$ cat config.mk
export PLATFORM = sky130hd
export DESIGN_NAME = tpf_filter
export DESIGN_NICKNAME = d
export VERILOG_FILES = /design/src/rtl/tpf_pkg.sv /design/src/rtl/tpf_table.sv /design/src/rtl/tpf_decide.sv /design/src/rtl/tpf_filter.sv
export SDC_FILE = /design/constraint.sdc
export NUM_CORES = 1
export LEC_CHECK = 0
export BUFFER_PORTS_ARGS = -buffer_cell sky130_fd_sc_hd__buf_2
export CAP_MARGIN = 20
export CELL_PAD_IN_SITES_DETAIL_PLACEMENT = 1
export CELL_PAD_IN_SITES_GLOBAL_PLACEMENT = 2
export CORE_ASPECT_RATIO = 1.25
export CORE_MARGIN = 1
export CORE_UTILIZATION = 33
export CTS_CLUSTER_DIAMETER = 150
export DETAILED_ROUTE_END_ITERATION = 10
export GPL_ROUTABILITY_DRIVEN = 0
export PLACE_DENSITY_LB_ADDON = 0.1
export REMOVE_ABC_BUFFERS = 1
export SLEW_MARGIN = 20
export SYNTH_ARGS = -nofsm -noshare
export SYNTH_HDL_FRONTEND = slang
export SYNTH_SLANG_ARGS = --single-unit
$ cat constraint.sdc
create_clock -name clk -period 3.4 [get_ports clk]
set_input_delay 0.34 -clock clk [delete_from_list [all_inputs] [get_ports clk]]
set_output_delay 0.34 -clock clk [all_outputs]
set_load 0.05 [all_outputs]
$ cat src/rtl/tpf_pkg.sv
package tpf_pkg;
    localparam int MODE_W = 2;
    localparam int N_SRC  = 3;

    typedef enum logic [MODE_W-1:0] {
        MODE_OFF   = 2'b00,
        MODE_ZERO  = 2'b01,
        MODE_UNARY = 2'b10,
        MODE_RSVD  = 2'b11
    } tpf_mode_e;
endpackage

$ cat src/rtl/tpf_table.sv
module tpf_table
    import tpf_pkg::*;
#(
    parameter int OPC_W  = 8,
    parameter int BYTE_W = 8,
    localparam int N_OPC  = 1 << OPC_W,
    localparam int LANES  = BYTE_W / MODE_W,
    localparam int LBITS  = $clog2(LANES),
    localparam int ADDR_W = OPC_W - LBITS
) (
    input  logic              clk,
    input  logic              rst_n,
    input  logic              wr_en,
    input  logic [ADDR_W-1:0] wr_addr,
    input  logic [BYTE_W-1:0] wr_data,
    input  logic [ADDR_W-1:0] rd_addr,
    output logic [BYTE_W-1:0] rd_data,
    input  logic [OPC_W-1:0]  opc,
    output logic [MODE_W-1:0] opc_mode
);
    logic [MODE_W-1:0] ent_q [N_OPC];

    // one register per opcode; lane g%LANES of byte g/LANES
    for (genvar g = 0; g < N_OPC; g++) begin : g_ent
        always_ff @(posedge clk) begin
            if (!rst_n) begin
                ent_q[g] <= MODE_OFF;
            end else if (wr_en && wr_addr == ADDR_W'(g / LANES)) begin
                ent_q[g] <= wr_data[MODE_W*(g % LANES) +: MODE_W];
            end
        end
    end

    for (genvar l = 0; l < LANES; l++) begin : g_rd
        assign rd_data[MODE_W*l +: MODE_W] = ent_q[{rd_addr, LBITS'(l)}];
    end

    assign opc_mode = ent_q[opc];
endmodule

$ cat src/rtl/tpf_decide.sv
module tpf_decide
    import tpf_pkg::*;
#(
    parameter int ST_W = 2
) (
    input  logic              valid,
    input  logic [MODE_W-1:0] mode,
    input  logic [ST_W-1:0]   src1,
    input  logic [ST_W-1:0]   src2,
    input  logic [ST_W-1:0]   mem,
    input  logic              mem_used,
    output logic              resolved,
    output logic              lookup,
    output logic [ST_W-1:0]   state
);
    logic [ST_W-1:0] ins [N_SRC];
    logic [N_SRC-1:0] nz;
    logic [ST_W-1:0] merged;
    tpf_mode_e       md;

    assign ins[0] = src1;
    assign ins[1] = src2;
    assign ins[2] = mem_used ? mem : '0;

    for (genvar k = 0; k < N_SRC; k++) begin : g_nz
        assign nz[k] = |ins[k];
    end

    // with a single non-zero input, the OR of all inputs equals it
    always_comb begin
        merged = '0;
        for (int k = 0; k < N_SRC; k++) merged = merged | ins[k];
    end

    assign md = tpf_mode_e'(mode);

    always_comb begin
        resolved = 1'b0;
        lookup   = 1'b0;
        state    = '0;
        if (valid) begin
            unique case (md)
                MODE_ZERO: begin
                    if (nz == '0) resolved = 1'b1;
                    else          lookup   = 1'b1;
                end
                MODE_UNARY: begin
                    if ($countones(nz) <= 1) begin
                        resolved = 1'b1;
                        state    = merged;
                    end else begin
                        lookup = 1'b1;
                    end
                end
                MODE_OFF, MODE_RSVD: lookup = 1'b1;
            endcase
        end
    end
endmodule

$ cat src/rtl/tpf_filter.sv
module tpf_filter
    import tpf_pkg::*;
#(
    parameter int ST_W   = 2,
    parameter int OPC_W  = 8,
    parameter int BYTE_W = 8,
    localparam int ADDR_W = OPC_W - $clog2(BYTE_W / MODE_W)
) (
    input  logic              clk,
    input  logic              rst_n,
    input  logic              cfg_we,
    input  logic [ADDR_W-1:0] cfg_addr,
    input  logic [BYTE_W-1:0] cfg_wdata,
    output logic [BYTE_W-1:0] cfg_rdata,
    input  logic              req_valid,
    input  logic [OPC_W-1:0]  req_opcode,
    input  logic [ST_W-1:0]   req_src1,
    input  logic [ST_W-1:0]   req_src2,
    input  logic [ST_W-1:0]   req_mem,
    input  logic              req_mem_used,
    output logic              res_resolved,
    output logic [ST_W-1:0]   res_state,
    output logic              res_lookup
);
    logic [MODE_W-1:0] cur_mode;

    tpf_table #(.OPC_W(OPC_W), .BYTE_W(BYTE_W)) i_table (
        .clk      (clk),
        .rst_n    (rst_n),
        .wr_en    (cfg_we),
        .wr_addr  (cfg_addr),
        .wr_data  (cfg_wdata),
        .rd_addr  (cfg_addr),
        .rd_data  (cfg_rdata),
        .opc      (req_opcode),
        .opc_mode (cur_mode)
    );

    tpf_decide #(.ST_W(ST_W)) i_decide (
        .valid    (req_valid),
        .mode     (cur_mode),
        .src1     (req_src1),
        .src2     (req_src2),
        .mem      (req_mem),
        .mem_used (req_mem_used),
        .resolved (res_resolved),
        .lookup   (res_lookup),
        .state    (res_state)
    );
endmodule

Word level (Yosys, flattened, before mapping) --
Memories as Yosys holds them, arrays and structs flattened. Cells that the tools add are included.
Storage, ports and cells: bits in registers 0, word-level logic and storage cells 860, input bits 33, memories 1, output and inout bits 12, RAM bits 512
Operators by class: $lt $le $gt $ge 1, reduce and logical (&&, ||, !) cells 71, bitwise logic cells 258, add/sub/neg operators 2, multiplexer cells 461, eq/ne operators 66
Memory list:
- i_table.ent_q | depth 256, width 2, read ports 5, clocked after memory_dff 0, write ports 256, line tpf_table.sv:21 | logic [MODE_W-1:0] ent_q [N_OPC];
Operators by type and width (number):
- 2-bit 2-to-1 mux | 260
- 1-bit bitwise OR | 256
- 1-bit 2-to-1 mux | 199
- 6-bit equality test, second input constant | 32
- 6-bit by 5-bit equality test with 1-bit output, second input constant | 16
- 1-bit logical AND | 64
- 6-bit by 4-bit equality test with 1-bit output, second input constant | 8
- 32-bit by 1-bit adder with 32-bit output | 1
- 32-bit by 2-bit less-or-equal comparator with 1-bit output, second input constant | 1
- 6-bit by 3-bit equality test with 1-bit output, second input constant | 4
- 6-bit by 2-bit equality test with 1-bit output, second input constant | 2
- 2-bit OR reduction | 4
- 6-bit by 1-bit equality test with 1-bit output, second input constant | 1
- 6-bit logical NOT | 1
- 2-bit equality test, second input constant | 2
- 2-bit bitwise OR | 2
- 3-bit logical NOT | 1
- 1-bit one-hot mux with 3 select lines | 1
- 1-bit by 1-bit adder with 2-bit output | 1
- 2-bit by 1-bit equality test with 1-bit output, second input constant | 1
- 2-bit logical NOT | 1
- 1-bit one-hot mux with 2 select lines | 1

Depth between registers and ports, before layout --
Gate-level depths: netlist of the first run.
word-level depth 7, mapped depth 14, depth with buffers taken out 9

By module --
Synthesis of the first run repeated with hierarchy kept, for this count alone.
Second synthesis, totals: cell total of the unflattened synthesis 1852, area, all modules 27976.8 um^2
Modules (own cells, without submodules):
- tpf_table | instances 1, sequential area each 15374.7 um^2, area an instance 27824.2 um^2, cells each 1832
- tpf_decide | instances 1, sequential area each 0.0 um^2, area an instance 152.6 um^2, cells each 20

Worst setup path after synthesis of the first run --
No wires, ideal clock.
kind input-to-output, start input port req_opcode[0], end output port res_resolved, buffers on the path 3, setup slack -638 ps, arrival 3698 ps, required time 3060 ps, cell stages on the path 10, cell sequence buf_6 -> buf_8 -> buf_2 -> mux4_2 -> o2111ai_1 -> a32oi_1 -> a2111o_1 -> and4_1 -> ha_1 -> nor3b_1
On the way: cells in the longest elaborated chain, start to end 4, elaborated cells on any way between the ends 5, classes of those cells eq/ne (2); mux (2); memory (1)
Ends and longest elaborated chain:
- from (decl) | line tpf_filter.sv:16 | input logic [OPC_W-1:0] req_opcode,
- memory 256 x 2 bit *
- 2-bit equality test or 2-bit by 1-bit equality test with 1-bit output (tied branches) | line tpf_decide.sv:42 | unique case (md)
- 1-bit one-hot mux with 2 select lines * | line tpf_decide.sv:42
- 1-bit 2-to-1 mux * | line tpf_decide.sv:41 | if (valid) begin
- to (decl) | line tpf_filter.sv:21 | output logic res_resolved,
Every way passes the cells marked *; elsewhere a longest branch is shown, timed or not.

==> results of run 1 <==
[routing by layer]
metal,part of all wire (%),track usage (%),vias to the layer above
met3,3.5,2.54,153
met1,41,29.9,9615
met4,3.3,7.86,0
met5,0,0,-
li1,-,-,7683
met2,52,43.0,419
[synth_stat cells, types with 16 or more instances]
cell	instances
mux2i_1	91
o21ai_0	75
mux4_2	247
nand2_1	28
nor2b_1	16
edfxtp_1	512
o22ai_1	29
buf_2	29
clkbuf_1	106
nand3_1	16
and2_1	513
nor2_1	83
[worst max-delay path: cells and delay by family, from the launching register on]
| family | cells | cell delay (ps) |
|---|---|---|
| muxes | 2 | 820 |
| AOI/OAI and AO/OA | 2 | 810 |
| and+or+nand+nor | 3 | 600 |
| DFF | 1 | 410 |
| adders and majority gates | 1 | 230 |
| buffers and inverters | 1 | 160 |
[stage by stage]
step	total power, mW	instance area, sq um	util, %	setup slack (ps)	hold WS, ps
CTS	15.9	33000	39.1	-631	226
global route	16.2	33100	39.2	-650	260
finish	15.8	33100	39.2	-602	274
detailed placement	9.86	31100	36.9	-742	919
global placement	9.84	31100	36.9	-750	917
floorplan	8.53	27400	-	-288	538
[logic make-up (layout without fill, tap and decap cells)]
family	Yosys count	in the layout	share of synthesized area, %
simple gates	693	693	14.4
flops	512	512	54.7
mux	361	361	24.6
buf+inv	171	392	2.67
compound gates	153	153	3.41
fa+ha+maj	5	5	0.223
other cells	0	1	0
[power by group]
part | leakage, nW | internal, mW | switching [mW]
clock | 0.856 | 3.42 | 2.60
sequential | 4.87 | 7.28 | 0.242
combinational | 5.82 | 0.992 | 1.26
total | 11.5 | 11.7 | 4.10
[cell usage in the layout (no fill, tap or decap), types with 3 or more instances in the layout]
master | Yosys | final
inv_1 | 7 | 7
nor2b_1 | 16 | 16
o22ai_1 | 29 | 29
edfxtp_1 | 512 | 512
nand3b_1 | 6 | 6
buf_12 | 0 | 31
clkinv_1 | 1 | 13
clkbuf_16 | 0 | 57
clkinv_2 | 0 | 12
nand4_1 | 8 | 8
a211oi_1 | 6 | 6
mux4_1 | 12 | 7
ha_1 | 5 | 4
a2111oi_0 | 5 | 3
o211ai_1 | 4 | 4
nor3_1 | 6 | 6
nand2b_1 | 6 | 6
mux2i_1 | 91 | 91
clkinvlp_4 | 0 | 3
bufinv_16 | 0 | 5
mux4_2 | 247 | 252
and2_1 | 513 | 513
o2111ai_1 | 5 | 5
mux2_2 | 11 | 10
buf_4 | 9 | 211
nand2_1 | 28 | 28
nand3_1 | 16 | 15
or3_1 | 4 | 4
buf_6 | 2 | 7
buf_2 | 29 | 31
nor2_1 | 83 | 81
a211o_1 | 4 | 4
o21ai_0 | 75 | 75
a21oi_1 | 6 | 6
clkbuf_1 | 106 | 11
[how the worst max path moves through the flow]
stage | startpoint | endpoint | slack (ps)
after global routing | i_table.ent_q[199][0] | res_resolved | -650
after detailed placement | req_opcode[0] | res_lookup | -740
after global placement | req_opcode[0] | res_lookup | -750
after CTS | i_table.ent_q[199][0] | res_resolved | -630
final | i_table.ent_q[41][0] | res_lookup | -600
after floorplan | req_opcode[3] | res_resolved | -290
[final cells by class]
| class | count | area share, % |
|---|---|---|
| Antenna cell | 1 | 0.00757 |
| Clock buffer | 68 | 4.44 |
| Clock inverter | 33 | 0.867 |
| Inverter | 8 | 0.0908 |
| Multi-Input combinational cell | 1212 | 36.5 |
| Sequential cell | 512 | 46.5 |
| Tap cell | 1089 | 4.12 |
| Timing Repair Buffer | 283 | 7.51 |
[repair_timing]
item,in CTS,in global routing
pin swaps,10,4
buffers inserted,4,5
gates cloned,0,0
endpoints found under the setup margin,6,6
gates resized for setup,27,14
==> metrics, run 1 <==
Min-Delay Path Class input port to register; Synth Instances 1895; Num CTS Buffers 57; # rows 119; outcome complete, but fails checks; Vias/cell 5.57; H-tree levels 2; FF+latch area 15400 sq um; initial antenna violation count 4; startpoint types register; EDFF count, synth 512; Critical Path RT 3060 ps; Tcrit/Tclk final 118%; 1st-iter DRT viols 1266; Die Wd 263 um; CTS sink count 512; final hold vios 0; Total GRT Usage 23.9%; hold path depth 2; Worst-path clk slew 70 ps; failing checks negative setup slack; crit path DAT 3660 ps; setup ws final -602 ps; max-cap violation count 0; worst-path cell chain mux4_1 > mux2_2 > a2111oi_0 > or3_1 > nand3_1 > nand4_1 > ha_4 > o311a_1 > buf_6; clock period minus worst slack 4000 ps; first-pass GRT wire length 146000 um; Placed Cells incl. Taps 3096; gr ovfl total 0; Synth area leaders edfxtp_1 55%, mux4_2 20%, and2_1 11%, mux2i_1 3.2%, clkbuf_1 1.4%; fillers 8515; Pre-Repair DR Iteration Count 5; Biggest register i_table.ent_q; initial core utilization 33.4%; max incr delay on CP 530 ps; ys async rst share 0%; CORE AREA 84300 sq um; Avg Synthesized Cell Area 14.8 sq um; Yosys cell types 49; Seq/Total Area, Yosys 54.7%; wirelength, routed 102000 um; max-slew violation count 0; clock tree buffer depth 3; Netlist Area Pre-Place 28100 sq um; Regs by FF count i_table.ent_q (512); Finished Layout Cells 3206; critical hold path startpoint cfg_wdata[5]; DRT antenna net count 0; Power Dens Cells 478 nW/um^2; Ys Warns 0; Syn-to-layout area delta 17.6%; Die ar. 86400 sq um; Yosys reg bits 512; worst-path maximum fanout 2; share of the synthesized area in the top cell type 54.7%; largest net degree at the start of global routing 42; Port Buffers 44; DP Wirelength 74600 um; CTS tree yes; Max-slew headroom 42.8%; WS Path Type register to output port; maximum vdd drop 0.375 mV; dominant synthesized flop cell edfxtp_1; # setup viols final 4; Vias 17.9k; Hold EP i_table.ent_q[22][1]; ratio of cells with drive above 1 in the final layout 30.1%; leakage power 11.5 nW; crit path max-delay cell type mux4_1; clock root cell clkbuf_16; drt wl/cell 31.8 um; IO Pins 45; hold buffer count at CTS 0; Nets 2112; Yosys top cell by area edfxtp_1; max FFs per register 512; Max Clk Rate 250 MHz; crit path capture type output port; RSZ-0062 raised after global routing true; setup tns final -2300 ps; worst-margin pin slew 856 ps; area occupied by multi-input gates 12100 sq um; DRC viols 0; vias in the first global route 19.3k; chip height 328 um
No activity file was read; power rests on OpenSTA's default activity.
==> run 2, diff against run 1 <==
--- a/config.mk
+++ b/config.mk
@@ -5,6 +5,7 @@
 export SDC_FILE = /design/constraint.sdc
 export NUM_CORES = 1
 export LEC_CHECK = 0
+export ABC_AREA = 1
 export BUFFER_PORTS_ARGS = -buffer_cell sky130_fd_sc_hd__buf_2
 export CAP_MARGIN = 20
 export CELL_PAD_IN_SITES_DETAIL_PLACEMENT = 1
@@ -15,6 +16,7 @@
 export CTS_CLUSTER_DIAMETER = 150
 export DETAILED_ROUTE_END_ITERATION = 10
 export GPL_ROUTABILITY_DRIVEN = 0
+export MAX_ROUTING_LAYER = met4
 export PLACE_DENSITY_LB_ADDON = 0.1
 export REMOVE_ABC_BUFFERS = 1
 export SLEW_MARGIN = 20
==> run 2 against run 1 <==
- flip-flop and latch count unchanged
- via count up 38%
- maximum frequency up 16%
- the flow still finishes with violations (negative setup slack)
- die area down 3.5%
- synthesized cell count up 61%
- design area down 2.5%
- non-clock buffer count up 19
- largest power group unchanged
- first-iteration DRC count up 66%
==> metrics, run 2 <==
Post-synth top cells 635 x nand2_1, 558 x nand3_1, 533 x nor2_1; Post-Synth XOR/XNOR Area 0% (unchanged); CTS sink count 512 (unchanged); EDFF count, synth 512 (unchanged); Pre-Repair DR Iteration Count 6 (+1); crit path max-delay cell type o21ai_0; area occupied by multi-input gates 10700 sq um (-12%); CTS tree yes; Max Clk Rate 290 MHz (+16%); Vias 24.7k (+38%); Critical Path Most Common Cell buf_2; leakage power 12.3 nW (+6.5%); Yosys cell types 26 (-47%); maximum vdd drop 0.385 mV (+2.8%); ys async rst share 0% (unchanged); Power Dens Cells 495 nW/um^2 (+3.5%); RSZ-0062 raised after global routing true; Yosys reg bits 512 (unchanged); Die ar. 83400 sq um (-3.5%); P_int 11.5 mW (-2.0%); Min-Delay Path Class input port to register; share of the synthesized area in the top cell type 56.7% (+2.0 points); max-slew violation count 0 (unchanged); Num CTS Buffers 56 (-1.8%); largest family of logic cells by synthesized area simple AND/OR/NAND/NOR gates; Synth Instances 3053 (+61%); wirelength, routed 124000 um (+21%); Tcrit/Tclk final 101% (-16 points); initial core utilization 33.3% (about the same); Hold WS 282 ps (+8.56 ps); Vias/cell 5.77 (+3.5%); IO Pins 45 (unchanged); gr ovfl total 0 (unchanged); commonest non-fill, non-tap cell in the layout nand2_1; max FFs per register 512 (unchanged); Yosys top cell by area edfxtp_1; startpoint types input port; H-tree levels 2 (unchanged); DRC viols 0 (unchanged); DRT antenna net count 0 (unchanged); worst setup path endpoint cfg_rdata[6]; compound-cell area share of the yosys netlist 10.9% (+7.5 points); Post-Synth Simple-Gate Area 27.6% (+13 points); worst-path cell chain buf_2 > inv_2 > nand2_2 > inv_4 > buf_12 > a22oi_1 > a21oi_1 > buf_4 > or2_1 > o21ai_0 > nand4_1 > buf_2; Nets 3206 (+52%); crit path capture type output port; worst-path maximum fanout 25 (+23); Worst-path clk slew 60 ps (about the same); fillers 9394 (+10%); Comb pwr share 14.4% (+0.2 points); 1st-iter DRT viols 2100 (+66%); Port Buffers 44 (unchanged); initial antenna violation count 4 (unchanged); most frequent cell after synthesis nand2_1; largest net degree at the start of global routing 65 (+55%); DP Wirelength 85900 um (+15%); ratio of cells with drive above 1 in the final layout 13.8% (-16 points); dominant synthesized flop cell edfxtp_1; share of power burned in registers 47.0% (-0.6 points); # rows 117 (-1.7%); Sw Share 28.1% (+2.2 points); Total GRT Usage 30.5% (+6.7 points); dpl ws -137 ps (+604 ps); Regs by FF count i_table.ent_q (512); synthesized-area fraction occupied by adder cells 0.231% (+0.0080 points); Biggest register i_table.ent_q; WS Path Type input port to output port; clock root cell clkbuf_16; max-cap violation count 0 (unchanged); Avg Synthesized Cell Area 8.89 sq um (-40%); final hold vios 0 (unchanged); Seq/Total Area, Yosys 56.7% (+2.0 points); chip height 323 um (-1.7%); Max-slew headroom 23.3% (-19 points); most frequent cells in the layout 625 x nand2_1, 546 x nand3_1, 531 x nor2_1, 512 x edfxtp_1, 256 x a22oi_1; worst-margin pin slew 1140 ps (+282 ps); CORE AREA 81400 sq um (-3.4%); crit path DAT 3110 ps (-550 ps); Critical Path RT 3060 ps (about the same); Die Wd 258 um (-1.7%); vias in the first global route 25.5k (+32%); max incr delay on CP 560 ps (+30 ps); clock period minus worst slack 3450 ps (-552 ps); Critical Path Start cfg_addr[0]; FF+latch area 15400 sq um (unchanged); clock share of power 38.6% (+0.5 points); setup ws final -50.7 ps (+552 ps); clock tree buffer depth 3 (unchanged); switching pwr 4.49 mW (+9.5%); Syn-to-layout area delta 18.8%; # setup viols final 3 (-1); first-pass GRT wire length 178000 um (+22%); failing checks negative setup slack; Netlist Area Pre-Place 27100 sq um (-3.5%); hold buffer count at CTS 0 (unchanged); Synth area leaders edfxtp_1 57%, nand3_1 10%, nand2_1 8.8%, nor2_1 7.4%, a22oi_1 7.1%; mux share of post-synthesis cell area 0% (-25 points); Ys Warns 0 (unchanged); drt wl/cell 28.9 um (-9.1%); outcome complete, but fails checks
## run 2: cell types whose count changed in the layout (fill, tap and decap cells not counted), sizes merged, moves of 54 or more
cell | before | now
nand2 | 28 | 636
nand3 | 16 | 558
and2 | 513 | 0
nor2 | 83 | 544
mux4 | 259 | 0
a22oi | 2 | 256
a21oi | 6 | 98
mux2i | 91 | 0
inv | 7 | 61
## run 2: power by group through the flow
stage / Clock (mW) / Combinational [mW] / Sequential (mW)
floorplan: 0 / 1.06 / 7.54
global placement: 0 / 2.21 / 7.62
detailed placement: 0 / 2.23 / 7.63
CTS: 6.27 / 2.26 / 7.49
global route: 6.45 / 2.44 / 7.53
finish: 6.16 / 2.30 / 7.50
## run 2: how the worst min path moves through the flow
stage            startpoint  cells past startpoint                     to
2_1_floorplan         rst_n                      2  i_table.ent_q[104][0]
3_3_place_gp   cfg_wdata[4]                      3  i_table.ent_q[246][0]
3_5_place_dp   cfg_wdata[4]                      3  i_table.ent_q[238][0]
4_1_cts        cfg_wdata[4]                      3  i_table.ent_q[238][0]
5_1_grt        cfg_wdata[4]                      3  i_table.ent_q[110][0]
6_report       cfg_wdata[4]                      3  i_table.ent_q[238][0]
## run 2: critical path: cells and delay by family
family | cells | cell delay (ps)
buf+inv | 6 | 1200
compound gates | 3 | 830
simple gates | 3 | 720
## run 2: repair_timing
item	4_1_cts	5_1_grt
pin swaps	0	4
endpoints found under the setup margin	5	6
gates cloned	1	0
gates resized for setup	14	26
setup buffers	1	7
## run 2: area by class of cell
cell class	count	share of cell area (%)
Clock inverter	31	0.920
Multi-Input combinational cell	2236	33.1
Antenna cell	5	0.0388
Sequential cell	512	47.7
Inverter	60	0.761
Timing Repair Buffer	302	8.76
Tap cell	1071	4.16
Clock buffer	69	4.63
## run 2: cells by family after synthesis
| kind of cell | count (synthesis) |
|---|---|
| simple gates | 1778 |
| buf+inv | 305 |
| flops | 512 |
| compound gates | 453 |
| fa+ha+maj | 5 |
## run 2: per-layer routing
layer / wire (um) / global-route usage (%)
met1: 51400 / 37.5
met2: 60200 / 50.7
met3: 7190 / 4.37
met4: 5180 / 11.6
met5: 0 / -
## run 2: metrics by stage
stage / power, mW / setup TNS (ps) / instances / instance area (sq um) / util (%)
finish: 16.0 / -82.0 / 4286 / 32200 / 39.6
global route: 16.4 / -64.8 / 4284 / 32200 / 39.6
CTS: 16.0 / 0 / 4274 / 32100 / 39.4
detailed placement: 9.86 / -360 / 4172 / 30200 / 37.1
global placement: 9.83 / -332 / 4172 / 30200 / 37.1
floorplan: 8.60 / -1299680 / 2808 / 26100 / -
==> run 3, diff against run 2 <==
==> constraint.sdc (replaced) <==
create_clock -name clk -period 3.4 [get_ports clk]
set_input_delay 0.68 -clock clk [delete_from_list [all_inputs] [get_ports clk]]
set_output_delay 0.68 -clock clk [all_outputs]
set_load 0.05 [all_outputs]
==> run 3 against run 2 <==
- the run still ends with negative setup slack left
- count of clock-buffer cells in the layout increased by 3
- critical path type unchanged
- combinational power rose by 19%
- core utilization increased by 3.3 points
- via count grew 3.8%
- largest cell class unchanged
- clock power up 1%
- die area unchanged
- highest routed layer unchanged
==> metrics, run 3 (synthesis gave the netlist of run 2 again) <==
dpl ws -776 ps (-639 ps); Vias 25.7k (+3.8%); failing checks negative setup slack; Num CTS Buffers 57 (+1.8%); max-slew violation count 0 (unchanged); leakage power 13.3 nW (+8.4%); Biggest register i_table.ent_q; hold buffer count at CTS 0 (unchanged); RSZ-0062 raised after global routing true; Final Util 42.9% (+3.3 points); Max Clk Rate 267 MHz (-7.8%); Min-Delay Path Class input port to register; Port Buffers 44 (unchanged); largest net degree at the start of global routing 65 (unchanged); clock root cell clkbuf_16; worst-path cell chain clkbuf_16 > inv_16 > buf_16 > buf_16 > buf_8 > nand2_2 > nand3_2 > nand3_2 > nand3_2 > nand3_4 > nand2_2 > nand2_2 > nand3_4 > nand3_2 > nand2_2 > inv_2 > ha_4 > inv_1 > nor2_2 > nor3_2 > a311oi_2 > buf_6; max-cap violation count 0 (unchanged); drt wl/cell 29.7 um (+2.8%); ratio of cells with drive above 1 in the final layout 22.3% (+8.6 points); clock tree buffer depth 3 (unchanged); Regs by FF count i_table.ent_q (512); crit path DAT 3060 ps (-50 ps); Total GRT Usage 32.0% (+1.4 points); IO Pins 45 (unchanged); chip height 323 um (unchanged); Power Dens Cells 472 nW/um^2 (-4.6%); outcome complete, but fails checks; Top Family by Delay on Critical Path buffers and inverters; gr ovfl total 0 (unchanged); DRC viols 0 (unchanged); worst-margin pin slew 1080 ps (-53.7 ps); crit path capture type output port; final hold vios 0 (unchanged); initial core utilization 33.3% (unchanged); Critical Path RT 2720 ps (-340 ps); fillers 9184 (-2.2%); Die Wd 258 um (unchanged); CORE AREA 81400 sq um (unchanged); crit path max-delay cell type a311oi_2; initial antenna violation count 3 (-1); # rows 117 (unchanged); Nets 3310 (+3.2%); H-tree levels 2 (unchanged); Worst-path clk slew 60 ps (about the same); vias in the first global route 26.5k (+4.0%); 1st-iter DRT viols 2352 (+12%); worst-path maximum fanout 6 (-76%); clock period minus worst slack 3740 ps (+293 ps); first-pass GRT wire length 186000 um (+4.6%); setup ws final -344 ps (-293 ps); DRT antenna net count 0 (unchanged); max FFs per register 512 (unchanged); DP Wirelength 87500 um (+1.8%); crit path buf inv count 8 (+2); startpoint types input port; Vias/cell 5.85 (+1.3%); maximum vdd drop 0.396 mV (+2.8%); max incr delay on CP 220 ps (-340 ps); WS Path Type input port to output port; most frequent cells in the layout 598 x nand2_1, 530 x nor2_1, 512 x edfxtp_1, 490 x nand3_1, 248 x buf_4; commonest non-fill, non-tap cell in the layout nand2_1; Tcrit/Tclk final 110% (+8.6 points); Die ar. 83400 sq um (unchanged); Max-slew headroom 27.0% (+3.6 points); CTS tree yes; Pre-Repair DR Iteration Count 5 (-1); Syn-to-layout area delta 28.8%; CTS sink count 512 (unchanged); wirelength, routed 131000 um (+5.3%); # setup viols final 6 (+3)
[run 3: changes by cell type in the layout (fill, tap and decap cells not counted), sizes merged]
cell | before | now
buf | 300 | 392
clkbuf | 70 | 81
clkinv | 22 | 25
diode | 5 | 2
bufbuf | 1 | 3
clkinvlp | 3 | 2
inv | 61 | 62
[run 3: routing by layer]
| metal | global-route usage (%) | part of all wire [%] |
|---|---|---|
| met3 | 3.60 | 5.4 |
| met2 | 52.5 | 48 |
| met1 | 39.9 | 42 |
| met5 | - | 0 |
| met4 | 13.5 | 4.9 |
[run 3: worst min-delay path, delay by kind of cell]
| kind | cells | cell delay, ps |
|---|---|---|
| AND/OR/NAND/NOR | 1 | 110 |
| buffers and inverters | 2 | 190 |
[run 3: worst paths after layout]
check | startpoint | endpoint | slack, ps | depth (start not counted)
worst min-delay path | cfg_wdata[7] | i_table.ent_q[239][1] | 430 | 3
worst max-delay path | req_opcode[0] | res_lookup | -340 | 22
[run 3: final cells by class]
class	instances	area, sq um	area share (%)
clock buffers	72	1530	4.36
well taps	1071	1340	3.83
diodes	2	5.00	0.0143
flip-flops and latches	512	15400	44.0
inverters	60	259	0.741
repair buffers	404	4500	12.9
repair inverters	1	20.0	0.0573
clock inverters	33	292	0.834
multi-input cells	2236	11600	33.3
[run 3: report_power, final]
part | internal, mW | total, mW | switching, mW | leakage, nW
Combinational | 0.963 | 2.74 | 1.78 | 7.57
Clock | 3.53 | 6.24 | 2.71 | 0.895
Sequential | 7.28 | 7.51 | 0.230 | 4.87
[run 3: stage by stage]
stage / power [mW] / instances / area (sq um) / hold slack (ps) / setup TNS (ps)
global placement: 9.93 / 4246 / 31000 / 1110 / -5660
global route: 16.9 / 4389 / 34900 / 451 / -1540
CTS: 16.4 / 4378 / 34100 / 413 / -1230
finish: 16.5 / 4391 / 34900 / 435 / -1160
detailed placement: 9.97 / 4247 / 31000 / 1110 / -6310
floorplan: 8.60 / 2808 / 26100 / 1080 / -1481920
[run 3: repair_timing]
action / 4_1_cts / 5_1_grt
gates cloned: 13 / 7
hold endpoints to repair: 0 / 0
setup buffers: 13 / 7
resized for setup: 200 / 151
setup endpoints to repair: 12 / 12
pin swaps: 42 / 69
